**src/rtl/ccr_pkg.sv**
```systemverilog
package ccr_pkg;
  localparam int unsigned NFLAG  = 4;
  localparam int unsigned BIT_Z  = 3;
  localparam int unsigned BIT_C  = 2;
  localparam int unsigned BIT_N  = 1;
  localparam int unsigned BIT_V  = 0;

  typedef enum logic [1:0] {
    UPD_ALU  = 2'd0,
    UPD_WB   = 2'd1,
    UPD_HOLD = 2'd2,
    UPD_RSVD = 2'd3
  } upd_mode_e;

  typedef logic [NFLAG-1:0] flag_vec_t;
endpackage

```
**src/rtl/ccr_flag_next.sv**
```systemverilog
module ccr_flag_next
  import ccr_pkg::*;
#(
  parameter int unsigned DATA_W = 16
) (
  input  logic [1:0]        mode_i,
  input  flag_vec_t         alu_flags_i,
  input  logic [DATA_W-1:0] wb_value_i,
  output flag_vec_t         next_o,
  output logic              load_o
);
  localparam int unsigned SIGN_BIT = DATA_W - 1;

  flag_vec_t wb_flags;

  always_comb begin
    wb_flags        = '0;
    wb_flags[BIT_Z] = (wb_value_i == '0);
    wb_flags[BIT_N] = wb_value_i[SIGN_BIT];
  end

  always_comb begin
    next_o = '0;
    load_o = 1'b0;
    unique case (upd_mode_e'(mode_i))
      UPD_ALU: begin
        next_o = alu_flags_i;
        load_o = 1'b1;
      end
      UPD_WB: begin
        next_o = wb_flags;
        load_o = 1'b1;
      end
      default: begin
        next_o = '0;
        load_o = 1'b0;
      end
    endcase
  end
endmodule

```
**src/rtl/ccr_flag_reg.sv**
```systemverilog
module ccr_flag_reg
  import ccr_pkg::*;
(
  input  logic      clk,
  input  logic      rst_n,
  input  logic      en_i,
  input  flag_vec_t d_i,
  output flag_vec_t q_o
);
  flag_vec_t q_r;
  flag_vec_t q_nxt;

  always_comb begin
    q_nxt = q_r;
    if (en_i) q_nxt = d_i;
  end

  always_ff @(posedge clk or negedge rst_n) begin
    if (!rst_n) q_r <= '0;
    else        q_r <= q_nxt;
  end

  assign q_o = q_r;
endmodule

```
**src/rtl/ccr_redirect_eval.sv**
```systemverilog
module ccr_redirect_eval
  import ccr_pkg::*;
#(
  parameter int unsigned ADDR_W = 16
) (
  input  flag_vec_t         flags_i,
  input  flag_vec_t         mask_i,
  input  logic              is_branch_i,
  input  logic              is_jump_i,
  input  logic [ADDR_W-1:0] imm_i,
  output logic              redirect_o,
  output logic [ADDR_W-1:0] target_o
);
  flag_vec_t hit;
  logic      cond_true;

  for (genvar g = 0; g < NFLAG; g++) begin : g_hit
    assign hit[g] = mask_i[g] & flags_i[g];
  end

  assign cond_true  = |hit;
  assign redirect_o = is_jump_i | (is_branch_i & cond_true);
  assign target_o   = imm_i;
endmodule

```
**src/rtl/ccr_branch_unit.sv**
```systemverilog
module ccr_branch_unit
  import ccr_pkg::*;
#(
  parameter int unsigned DATA_W = 16,
  parameter int unsigned ADDR_W = 16
) (
  input  logic              clk,
  input  logic              rst_n,
  input  logic [1:0]        upd_mode,
  input  logic [3:0]        alu_flags,
  input  logic [DATA_W-1:0] wb_value,
  input  logic [3:0]        cond_mask,
  input  logic              is_branch,
  input  logic              is_jump,
  input  logic [ADDR_W-1:0] imm_target,
  output logic [3:0]        flags,
  output logic              redirect,
  output logic [ADDR_W-1:0] redirect_pc
);
  flag_vec_t flag_d;
  flag_vec_t flag_q;
  logic      flag_en;

  ccr_flag_next #(.DATA_W(DATA_W)) u_next (
    .mode_i      (upd_mode),
    .alu_flags_i (alu_flags),
    .wb_value_i  (wb_value),
    .next_o      (flag_d),
    .load_o      (flag_en)
  );

  ccr_flag_reg u_reg (
    .clk   (clk),
    .rst_n (rst_n),
    .en_i  (flag_en),
    .d_i   (flag_d),
    .q_o   (flag_q)
  );

  ccr_redirect_eval #(.ADDR_W(ADDR_W)) u_eval (
    .flags_i     (flag_q),
    .mask_i      (cond_mask),
    .is_branch_i (is_branch),
    .is_jump_i   (is_jump),
    .imm_i       (imm_target),
    .redirect_o  (redirect),
    .target_o    (redirect_pc)
  );

  assign flags = flag_q;
endmodule

```
**config.mk**
```make
export PLATFORM = sky130hd
export DESIGN_NAME = ccr_branch_unit
export DESIGN_NICKNAME = d
export VERILOG_FILES = /design/src/rtl/ccr_pkg.sv /design/src/rtl/ccr_flag_next.sv /design/src/rtl/ccr_flag_reg.sv /design/src/rtl/ccr_redirect_eval.sv /design/src/rtl/ccr_branch_unit.sv
export SDC_FILE = /design/constraint.sdc
export NUM_CORES = 1
export LEC_CHECK = 0
export BUFFER_PORTS_ARGS = -buffer_cell sky130_fd_sc_hd__buf_2
export CAP_MARGIN = 20
export CORE_MARGIN = 2
export CORE_UTILIZATION = 22
export DETAILED_ROUTE_END_ITERATION = 10
export GPL_TIMING_DRIVEN = 0
export PLACE_DENSITY = 0.72
export REMOVE_ABC_BUFFERS = 1
export SLEW_MARGIN = 20
export SYNTH_ARGS = -nofsm -noshare
export SYNTH_HDL_FRONTEND = slang
export SYNTH_SLANG_ARGS = --single-unit
```
**constraint.sdc**
```tcl
create_clock -name clk -period 0.8 [get_ports clk]
set_clock_uncertainty 0.05 [all_clocks]
set_input_delay 0.04 -clock clk [delete_from_list [all_inputs] [get_ports clk]]
set_output_delay 0.04 -clock clk [all_outputs]
set_load 0.01 [all_outputs]
```
==> summary.md, run 1 <==
| Metric | Value |
|---|---|
| Status | `complete, but fails checks` |
| Failing checks | `setup timing` |
| CTS tree | `yes` |
| I/O pins | `67` |
| Die Span Y | `44.0 µm` |
| Post-Synth Adder-Cell Area | `0%` |
| Iter 0 DRT Violations | `5` |
| Cts bufs inserted | `3` |
| Mux cell area share after synthesis | `2.84%` |
| Crit Path Max Fanout | `2` |
| CP Depth | `4` |
| Placed cell area | `419 µm²` |
| Worst path required time | `0.71 ns` |
| Root Driver | `clkbuf_4` |
| Metal1 wirelength | `512 µm` |
| Ant diodes | `0` |
| Post-Layout Cell Count | `83` |
| Clk_lat worst skew | `0.23 ns` |
| Worst reg2reg path depth | `3` |
| Final instance area | `508 µm²` |
| Post-synth top area cell | `buf_4` |
| WP buf/inv | `1` |
| Reg-to-Reg Start | `u_reg.q_o[3]` |
| Number of fill cells | `171` |
| Die span in x | `44.0 µm` |
| Max layer used | `met3` |
| Slew @ Worst Pin | `0.245 ns` |
| IO Port Bufs | `34` |
| XOR/XNOR share of the synthesized area | `0%` |
| Gr usage total | `13.9%` |
| ANT nets after route | `0` |
| Number of flops mapped to enable cells by yosys | `0` |
| Compound-cell area share of the yosys netlist | `14.5%` |
| Slowest CP cell | `dfrtp_1` |
| Residual DRC | `0` |
| Pwr dens | `1340 mW/mm²` |
| Fraction of layout cells with a size suffix above 1 | `62.7%` |
| Max reg flops | `4` |
| Synth area leaders | `buf_4 (34%), dfrtp_1 (28%), nor4_1 (5.3%), a22oi_1 (4.3%), nand2_1 (3.2%)` |
| Grt ovf | `0` |
| Slowest Stage Delay on Critical Path | `0.38 ns` |
| Htree depth | `1` |
| Via count | `396` |
| Reg2Reg Capture Point | `u_reg.q_o[3]` |
| Startpoint type of the worst setup path | `register` |
| Largest delay contributor family on the critical path | `flip-flops` |
| CP Class | `reg2out` |
| First-pass GRT wire length | `1860 µm` |
| Unrepaired setup endpoints after global routing | `yes` |
| Critical Path AT | `1.15 ns` |
| Number of global-route vias before repair | `434` |
| Max Root-Sink Buffers | `2` |
| Die Footprint | `0.00194 mm²` |
| Prevailing post-synth register cell | `dfrtp_1` |
| Final hold vios | `0` |
| Post-Synth Simple-Gate Area | `19.1%` |
| Fin worst setup slack | `-0.436 ns` |
| Initial antenna violation count | `0` |
| Avg Vias per Cell | `4.77` |
| Synth cell types | `17` |
| Peak Freq | `0.809 GHz` |
| Leak pwr | `0.000273 µW` |
| Met2 WL | `552 µm` |
| Cell Area, Synth | `353 µm²` |
| Sequential-to-total area share from yosys stat | `28.4%` |
| Nets@finish | `115` |
| Setup crit end | `redirect` |
| Clk pin slew, worst setup/hold paths | `0.04 ns` |
| Drt first pass iters | `4` |
| Footprint of the multi-input gates | `136 µm²` |
| Routed WL | `1240 µm` |
| GP Congestion | `0.659` |
| R2R Setup Slk | `-0.07 ns` |
| Seq cells post-synth | `4` |
| Cells after Synth | `42` |
| Critical-path cell list | `a22oi_2 > nand2_1 > a21o_1 > buf_2` |
| P&R area growth vs syn | `44.0%` |
| Top cell type's share of synthesized area | `34.0%` |
| Max-cap viol count | `0` |
| CTS Sinks | `4` |
| Crit. End Element | `primary output` |
| Max Slew Vio Count | `0` |
| Starting Density | `23.4%` |
| VDD IR max | `401 µV` |
| Asr flop ratio synth | `100%` |
| Hold crit path type | `in2reg` |
| WHS Path Cells | `3` |
| Placed Instances | `75` |
| Row count | `14` |
| Core box area | `0.00151 mm²` |
| Final setup fails | `7` |
| Crit path from | `u_reg.q_o[0]` |
| Pin count of the biggest net entering global routing | `10` |
| Max-slew headroom | `83.5%` |
| Main combinational cell family by area after synthesis | `buffers and inverters` |
| Register area | `100 µm²` |
| Post-route clock period utilization | `154%` |
| Met3 Wirelength | `179 µm` |
| Syn. warnings | `0` |
| Wire per inst | `15.0 µm` |
| Avg Inst Size Synth | `8.40 µm²` |
| Period minus WS final | `1.24 ns` |
==> worst min path at each step <==
stage	from	endpoint	slack, ns
2_1_floorplan	rst_n	u_reg.q_o[0]	-0.31
3_3_place_gp	rst_n	u_reg.q_o[1]	-0.21
3_5_place_dp	rst_n	u_reg.q_o[3]	-0.20
4_1_cts	alu_flags[0]	u_reg.q_o[0]	0.006
5_1_grt	imm_target[0]	redirect_pc[0]	0.03
6_report	wb_value[14]	u_reg.q_o[3]	0.02
==> cell type report <==
cell class | instances | area share, %
well taps | 16 | 3.94
multi-input cells | 21 | 26.8
repair buffers | 39 | 45.1
flip-flops and latches | 4 | 19.7
clock buffers | 3 | 4.43
==> metal layers <==
metal  global-route usage, %  up-vias
li1                        -      186
met1                    16.9      176
met3                    10.6        0
met4                    9.09        0
met2                    16.5       34
met5                       0        -
==> cells in the final DEF (no fill, tap or decap) <==
cell / netlist / final
dlygate4sd3_1: 0 / 2
nand2_1: 3 / 2
nor3b_1: 1 / 1
a22oi_1: 2 / 1
nor2_1: 2 / 2
buf_6: 0 / 3
dfrtp_1: 4 / 4
nand4_1: 1 / 1
buf_4: 16 / 2
a21o_1: 1 / 1
or4b_1: 1 / 1
nand2b_1: 1 / 1
a22o_1: 1 / 1
a22oi_2: 0 / 1
a21oi_1: 1 / 1
mux2i_1: 1 / 1
o21ai_0: 2 / 1
o21ai_1: 1 / 2
nor4_1: 3 / 3
buf_2: 0 / 32
nand2_2: 0 / 1
clkbuf_4: 0 / 3
==> Yosys cell counts, types with 2 or more instances <==
library cell and n:
o21ai_0 2, buf_4 16, nor4_1 3, a22oi_1 2
dfrtp_1 4, nor2_1 2, nand2_1 3
==> worst reg2reg max path, stage by stage (launching register included) <==
cell and delay, ns:
dfrtp_1 0.38, buf_4 0.14, a21oi_1 0.11, o21ai_1 0.07
==> metrics by stage <==
stage | hold slack, ns | setup TNS, ns | worst slack (ns) | utilization (%) | power [µW]
2_1_floorplan | -0.306 | -0.126 | -0.126 | - | 284
3_3_place_gp | -0.206 | -0.318 | -0.202 | 27.8 | 386
3_5_place_dp | -0.204 | -0.345 | -0.227 | 27.8 | 391
4_1_cts | 0.00598 | -0.898 | -0.457 | 32.7 | 685
5_1_grt | 0.0301 | -1.18 | -0.491 | 33.7 | 733
6_report | 0.0227 | -0.933 | -0.436 | 33.7 | 682
==> report_power, final <==
group	total [µW]	switching [µW]	internal [µW]	leakage (µW)
sequential	234	13.5	221	0.0000512
combinational	204	76.4	127	0.000208
clock	244	77.0	167	0.0000138
==> timing repair <==
action | in CTS | in global routing
hold buffers | 2 | 0
gates resized for setup | 3 | 3
pin swaps | 3 | 0
endpoints found under the setup margin | 5 | 7
endpoints found under the hold margin | 5 | 0
setup buffers | 2 | 1
==> logic make-up after synthesis <==
kind of cell / after synthesis
AOI/OAI and AO/OA: 8
buffers and inverters: 17
muxes: 1
DFF: 4
and+or+nand+nor: 12
Power figures use the tool's default switching activity.
==> inputs of run 2 (changes only) <==
Clock period 0.8 ns to 1.1 ns, I/O delays scaled along.
==> run 2 against run 1 <==
The run still ends with setup timing left; die area unchanged; first-iteration DRC count increased by 20%; register-to-register slack improved by 0.36 ns; final area down 5.2%; total power is 30% lower; flip-flop and latch count did not move; non-clock buffer count down 1; worst setup slack gained 0.30 ns; critical endpoint unchanged; largest power group unchanged.
==> summary.md, run 2 (synthesis results as in run 1) <==
| Metric | Value |
|---|---|
| Root Driver | `clkbuf_4` |
| Pin count of the biggest net entering global routing | `10 (unchanged)` |
| Iter 0 DRT Violations | `6 (+1)` |
| Nets@finish | `114 (-0.87%)` |
| Residual DRC | `0 (unchanged)` |
| Wire per inst | `15.0 µm (about the same)` |
| Number of fill cells | `172 (+0.58%)` |
| Die span in x | `44.0 µm (unchanged)` |
| Slew @ Worst Pin | `0.245 ns (-0.000397 ns)` |
| Core box area | `0.00151 mm² (unchanged)` |
| Max-slew headroom | `83.5% (about the same)` |
| GP Congestion | `0.659 (unchanged)` |
| Gr usage total | `13.9% (unchanged)` |
| Status | `complete, but fails checks` |
| Max Root-Sink Buffers | `2 (unchanged)` |
| Routed WL | `1230 µm (-1.2%)` |
| CP Class | `reg2out` |
| Max Slew Vio Count | `0 (unchanged)` |
| Die Footprint | `0.00194 mm² (unchanged)` |
| I/O pins | `67 (unchanged)` |
| Most frequent cells in the layout | `buf_2 (34), dfrtp_1 (4), nand2_1 (3), nor4_1 (3), clkbuf_4 (3)` |
| Max-cap viol count | `0 (unchanged)` |
| Crit Path Max Fanout | `2 (unchanged)` |
| Critical hold path startpoint | `wb_value[14]` |
| Reg2Reg Capture Point | `u_reg.q_o[0]` |
| Total power | `478 µW (-30%)` |
| CTS tree | `yes` |
| Clk pin slew, worst setup/hold paths | `0.04 ns (about the same)` |
| Leak pwr | `0.000263 µW (-3.6%)` |
| Slowest CP cell | `dfrtp_1` |
| Period minus WS final | `1.23 ns` |
| Starting Density | `23.4% (unchanged)` |
| First-pass GRT wire length | `1860 µm (unchanged)` |
| Clk_lat worst skew | `0.23 ns (about the same)` |
| Die Span Y | `44.0 µm (unchanged)` |
| Failing checks | `setup timing` |
| Drt first pass iters | `4 (unchanged)` |
| Final setup fails | `1 (-6)` |
| R2R Setup Slk | `0.29 ns (+0.36 ns)` |
| Worst reg2reg path depth | `3 (unchanged)` |
| Reg-to-Reg Start | `u_reg.q_o[0]` |
| P&R area growth vs syn | `36.5%` |
| WP buf/inv | `1 (unchanged)` |
| Grt ovf | `0 (unchanged)` |
| Avg Vias per Cell | `4.80 (+0.71%)` |
| Cts bufs inserted | `3 (unchanged)` |
| Unrepaired setup endpoints after global routing | `yes` |
| Critical Path AT | `1.13 ns (-0.02 ns)` |
| IO Port Bufs | `34 (unchanged)` |
| Fin worst setup slack | `-0.131 ns (+0.305 ns)` |
| Pwr dens | `992 mW/mm² (-26%)` |
| Slowest Stage Delay on Critical Path | `0.37 ns (about the same)` |
| Via count | `394 (-0.51%)` |
| Htree depth | `1 (unchanged)` |
| Number of global-route vias before repair | `433 (-0.23%)` |
| Post-route clock period utilization | `112%` |
| Initial antenna violation count | `0 (unchanged)` |
| Max reg flops | `4 (unchanged)` |
| Critical-path cell list | `a22oi_1 > nand2_1 > a21o_1 > buf_2` |
| Hold crit path type | `in2reg` |
| VDD IR max | `291 µV (-27%)` |
| CTS Sinks | `4 (unchanged)` |
| Ant diodes | `0 (unchanged)` |
| Most common cell after layout, fill and taps aside | `buf_2` |
| Crit. End Element | `primary output` |
| ANT nets after route | `0 (unchanged)` |
| Startpoint type of the worst setup path | `register` |
| Largest delay contributor family on the critical path | `flip-flops` |
| Hold Path End | `u_reg.q_o[3]` |
| Final hold vios | `0 (unchanged)` |
| Fraction of layout cells with a size suffix above 1 | `60.6% (-2.1 points)` |
| Row count | `14 (unchanged)` |
| Peak Freq | `0.812 GHz` |
| Worst hold margin | `0.0385 ns (+0.0158 ns)` |
| Worst path required time | `1.00 ns (+0.29 ns)` |
| WHS Path Cells | `3 (unchanged)` |
## run 2: cell types whose count changed in the layout (fill, tap and decap cells not counted)
cell	previous run	this run
buf_6	3	0
buf_2	32	34
nand2_1	2	3
nand2_2	1	0
o21ai_0	1	2
o21ai_1	2	1
## run 2: stage by stage
step | instances | util (%) | setup slack (ns) | setup TNS (ns) | cell area [µm²]
finish | 82 | 32.0 | -0.131 | -0.131 | 482
global route | 82 | 32.0 | -0.194 | -0.194 | 482
CTS | 82 | 31.6 | -0.172 | -0.172 | 477
detailed placement | 75 | 27.8 | 0.0580 | 0 | 419
global placement | 75 | 27.8 | 0.0831 | 0 | 419
floorplan | 25 | - | 0.159 | 0 | 229
## run 2: repair_timing
item | in CTS | in global routing
setup endpoints to repair | 1 | 1
pin swaps | 3 | 1
hold buffers | 2 | 0
hold endpoints to repair | 5 | 0
resized for setup | 0 | 1
setup buffers | 2 | 0
## run 2: power by group
group          switching, µW  total (µW)  internal (µW)
registers               9.33         170            160
logic                   51.7         130           78.2
clock network           56.2         178            122
## run 2: area by class of cell
type                    instances  area, µm²  share of cell area [%]
clock buffers                   3       22.5                    4.68
repair buffers                 38        205                    42.6
flip-flops and latches          4        100                    20.8
multi-input cells              21        134                    27.8
well taps                      16       20.0                    4.16
## run 2: worst max path at each step
stage | from | endpoint | slack [ns] | cells past startpoint
4_1_cts | u_reg.q_o[0] | redirect | -0.17 | 4
3_3_place_gp | u_reg.q_o[1] | redirect | 0.08 | 4
6_report | u_reg.q_o[1] | redirect | -0.13 | 4
3_5_place_dp | u_reg.q_o[0] | redirect | 0.06 | 4
2_1_floorplan | u_reg.q_o[1] | redirect | 0.16 | 3
5_1_grt | u_reg.q_o[1] | redirect | -0.19 | 4
## run 2: metal layers
| metal | track usage, % | wire length, µm | vias up |
|---|---|---|---|
| li1 | - | - | 183 |
| met1 | 16.9 | 499 | 177 |
| met2 | 16.5 | 548 | 34 |
| met3 | 10.6 | 182 | 0 |
| met4 | 9.09 | 0 | 0 |
| met5 | 0 | 0 | - |
## run 2: worst min-delay path, delay by kind of cell
family / cells / cell delay, ns
buffers and inverters: 1 / 0.07
and+or+nand+nor: 1 / 0.09
AOI/OAI and AO/OA: 1 / 0.06
==> inputs of run 3 (changes only) <==
Settings changed: CORE_MARGIN 2 to 1.5.
==> run 3 against run 2 <==
Sequential share of layout area unchanged; global-route usage up 0.87 points; non-clock buffer count unchanged; clock power about the same; routed wire length down 0.24%; first-iteration DRC count down 17%; sequential power about the same; the run still ends with setup timing left; final area unchanged; final cell count unchanged; largest power group unchanged; critical endpoint unchanged; maximum frequency down 0.12%; worst hold slack worse by 0.015 ns; critical path type unchanged.
==> summary.md, run 3 (synthesis results as in run 1) <==
| Metric | Value |
|---|---|
| Fraction of layout cells with a size suffix above 1 | `60.6% (unchanged)` |
| Fin worst setup slack | `-0.132 ns (-0.00150 ns)` |
| Cts bufs inserted | `3 (unchanged)` |
| CTS Sinks | `4 (unchanged)` |
| Unrepaired setup endpoints after global routing | `yes` |
| Residual DRC | `0 (unchanged)` |
| Status | `complete, but fails checks` |
| Startpoint type of the worst setup path | `register` |
| Wire per inst | `15.0 µm (-0.24%)` |
| P&R area growth vs syn | `36.5% (unchanged)` |
| Post-DP HPWL | `972 µm` |
| CTS tree | `yes` |
| Final instance area | `482 µm² (unchanged)` |
| Via count | `416 (+5.6%)` |
| Root Driver | `clkbuf_4` |
| Failing checks | `setup timing` |
| Starting Density | `23.4% (unchanged)` |
| WP buf/inv | `1 (unchanged)` |
| First-pass GRT wire length | `1830 µm (-1.9%)` |
| Clk pin slew, worst setup/hold paths | `0.03 ns (about the same)` |
| Avg Vias per Cell | `5.07 (+5.6%)` |
| Slowest CP cell | `dfrtp_1` |
| Pint | `361 µW (+0.11%)` |
| Leak pwr | `0.000263 µW (about the same)` |
| Routed WL | `1230 µm (-0.24%)` |
| Max reg flops | `4 (unchanged)` |
| Peak Freq | `0.811 GHz (-0.12%)` |
| Drt first pass iters | `4 (unchanged)` |
| Row count | `14 (unchanged)` |
| Logic gate share of total power | `27.0% (-0.2 points)` |
| Most frequent cells in the layout | `buf_2 (34), dfrtp_1 (4), nand2_1 (3), nor4_1 (3), clkbuf_4 (3)` |
| Max Root-Sink Buffers | `2 (unchanged)` |
| Die span in x | `43.0 µm (-2.3%)` |
| Crit. End Element | `primary output` |
| CP Class | `reg2out` |
| Number of global-route vias before repair | `404 (-6.7%)` |
| Max-cap viol count | `0 (unchanged)` |
| Gr usage total | `14.8% (+0.87 points)` |
| Final setup fails | `1 (unchanged)` |
| GP Congestion | `0.683 (+3.6%)` |
| VDD IR max | `258 µV (-11%)` |
| Max Slew Vio Count | `0 (unchanged)` |
| Sw Share | `25.0% (+0.44 points)` |
| P_sw | `120 µW (+2.5%)` |
| Core box area | `0.00151 mm² (unchanged)` |
| Hold crit path type | `in2reg` |
| Pin count of the biggest net entering global routing | `10 (unchanged)` |
| Slew @ Worst Pin | `0.276 ns (+0.0310 ns)` |
| I/O pins | `67 (unchanged)` |
| Htree depth | `1 (unchanged)` |
| Final hold vios | `0 (unchanged)` |
| Pwr dens | `999 mW/mm² (+0.70%)` |
| Largest delay contributor family on the critical path | `flip-flops` |
| IO Port Bufs | `34 (unchanged)` |
| Util after Layout | `32.0% (unchanged)` |
| Critical Path AT | `1.13 ns (about the same)` |
| Worst path required time | `1.00 ns (about the same)` |
| Nets@finish | `114 (unchanged)` |
| Sequential fraction of design power | `35.3% (-0.2 points)` |
| Period minus WS final | `1.23 ns (+0.00150 ns)` |
| Footprint of the multi-input gates | `134 µm² (unchanged)` |
| Placed cell area | `419 µm² (unchanged)` |
| Slowest Stage Delay on Critical Path | `0.39 ns (+0.02 ns)` |
| Initial antenna violation count | `0 (unchanged)` |
| Critical-path cell list | `a22oi_1 > nand2_1 > a21o_1 > buf_2` |
| Max-slew headroom | `81.5% (-2.1 points)` |
| Register area | `100 µm² (unchanged)` |
| Clk_lat worst skew | `0.23 ns (about the same)` |
| Die Footprint | `0.00185 mm² (-4.5%)` |
| ANT nets after route | `0 (unchanged)` |
| Crit Path Max Fanout | `3 (+1)` |
| Most common cell after layout, fill and taps aside | `buf_2` |
| Post-route clock period utilization | `112% (+0.14 points)` |
| Clk network pwr share | `37.7% (+0.4 points)` |
| Number of fill cells | `163 (-5.2%)` |
| Die Span Y | `43.0 µm (-2.3%)` |
| Ant diodes | `0 (unchanged)` |
| Grt ovf | `0 (unchanged)` |
| Iter 0 DRT Violations | `5 (-1)` |
==> run 3: cell counts in the layout (fill, tap and decap cells not counted) <==
No cell type changed its count.
==> run 3: cell type report <==
cell class / instances / share of cell area (%)
multi-input cells: 21 / 27.8
clock buffers: 3 / 4.68
well taps: 16 / 4.16
flip-flops and latches: 4 / 20.8
repair buffers: 38 / 42.6
==> run 3: path summary, 6_finish.rpt <==
kind                       slack [ns]            to          from  cells after the start
max                             -0.13      redirect  u_reg.q_o[2]                      4
min                              0.02  u_reg.q_o[0]  alu_flags[0]                      3
max reg2reg                      0.30  u_reg.q_o[1]  u_reg.q_o[1]                      3
min reg2reg                      0.50  u_reg.q_o[2]  u_reg.q_o[2]                      1
max in group asynchronous        0.76  u_reg.q_o[0]         rst_n                      2
min in group asynchronous        0.12  u_reg.q_o[3]         rst_n                      2
==> run 3: worst register-to-register path, delay by kind of cell (launching register included) <==
kind                   cells  cell delay (ns)
flip-flops                 1             0.38
buffers and inverters      1             0.14
AO/OA/AOI/OAI              1             0.07
AND/OR/NAND/NOR            1             0.04
==> run 3: per-layer routing <==
metal  GRT usage (%)  up-vias  wire length, µm
met5               0        -                0
met4            14.5        0               51
met3            11.5        6              179
met2            16.7       39              504
met1            16.4      190              490
li1                -      181                -
==> run 3: per-stage QoR <==
step / setup slack (ns) / hold WS [ns] / cells / setup TNS (ns) / power (µW)
floorplan: 0.159 / -0.291 / 25 / 0 / 206
global placement: 0.0845 / -0.191 / 75 / 0 / 281
detailed placement: 0.0670 / -0.189 / 75 / 0 / 285
CTS: -0.158 / 0.0182 / 82 / -0.158 / 490
global route: -0.203 / 0.0324 / 82 / -0.203 / 528
finish: -0.132 / 0.0237 / 82 / -0.132 / 481
==> run 3: power by group through the flow <==
stage	Clock (µW)	Combinational (µW)	Sequential [µW]
global placement	0	109	172
floorplan	0	29.5	177
CTS	191	130	169
finish	181	130	170
detailed placement	0	112	173
global route	212	144	172
==> run 3: repair_timing <==
item / CTS / global route
gates resized for setup: 0 / 1
setup endpoints to repair: 1 / 1
endpoints found under the hold margin: 5 / 0
pin swaps: 3 / 1
cloned: 0 / 0
hold buffers: 2 / 0
buffers inserted: 2 / 0
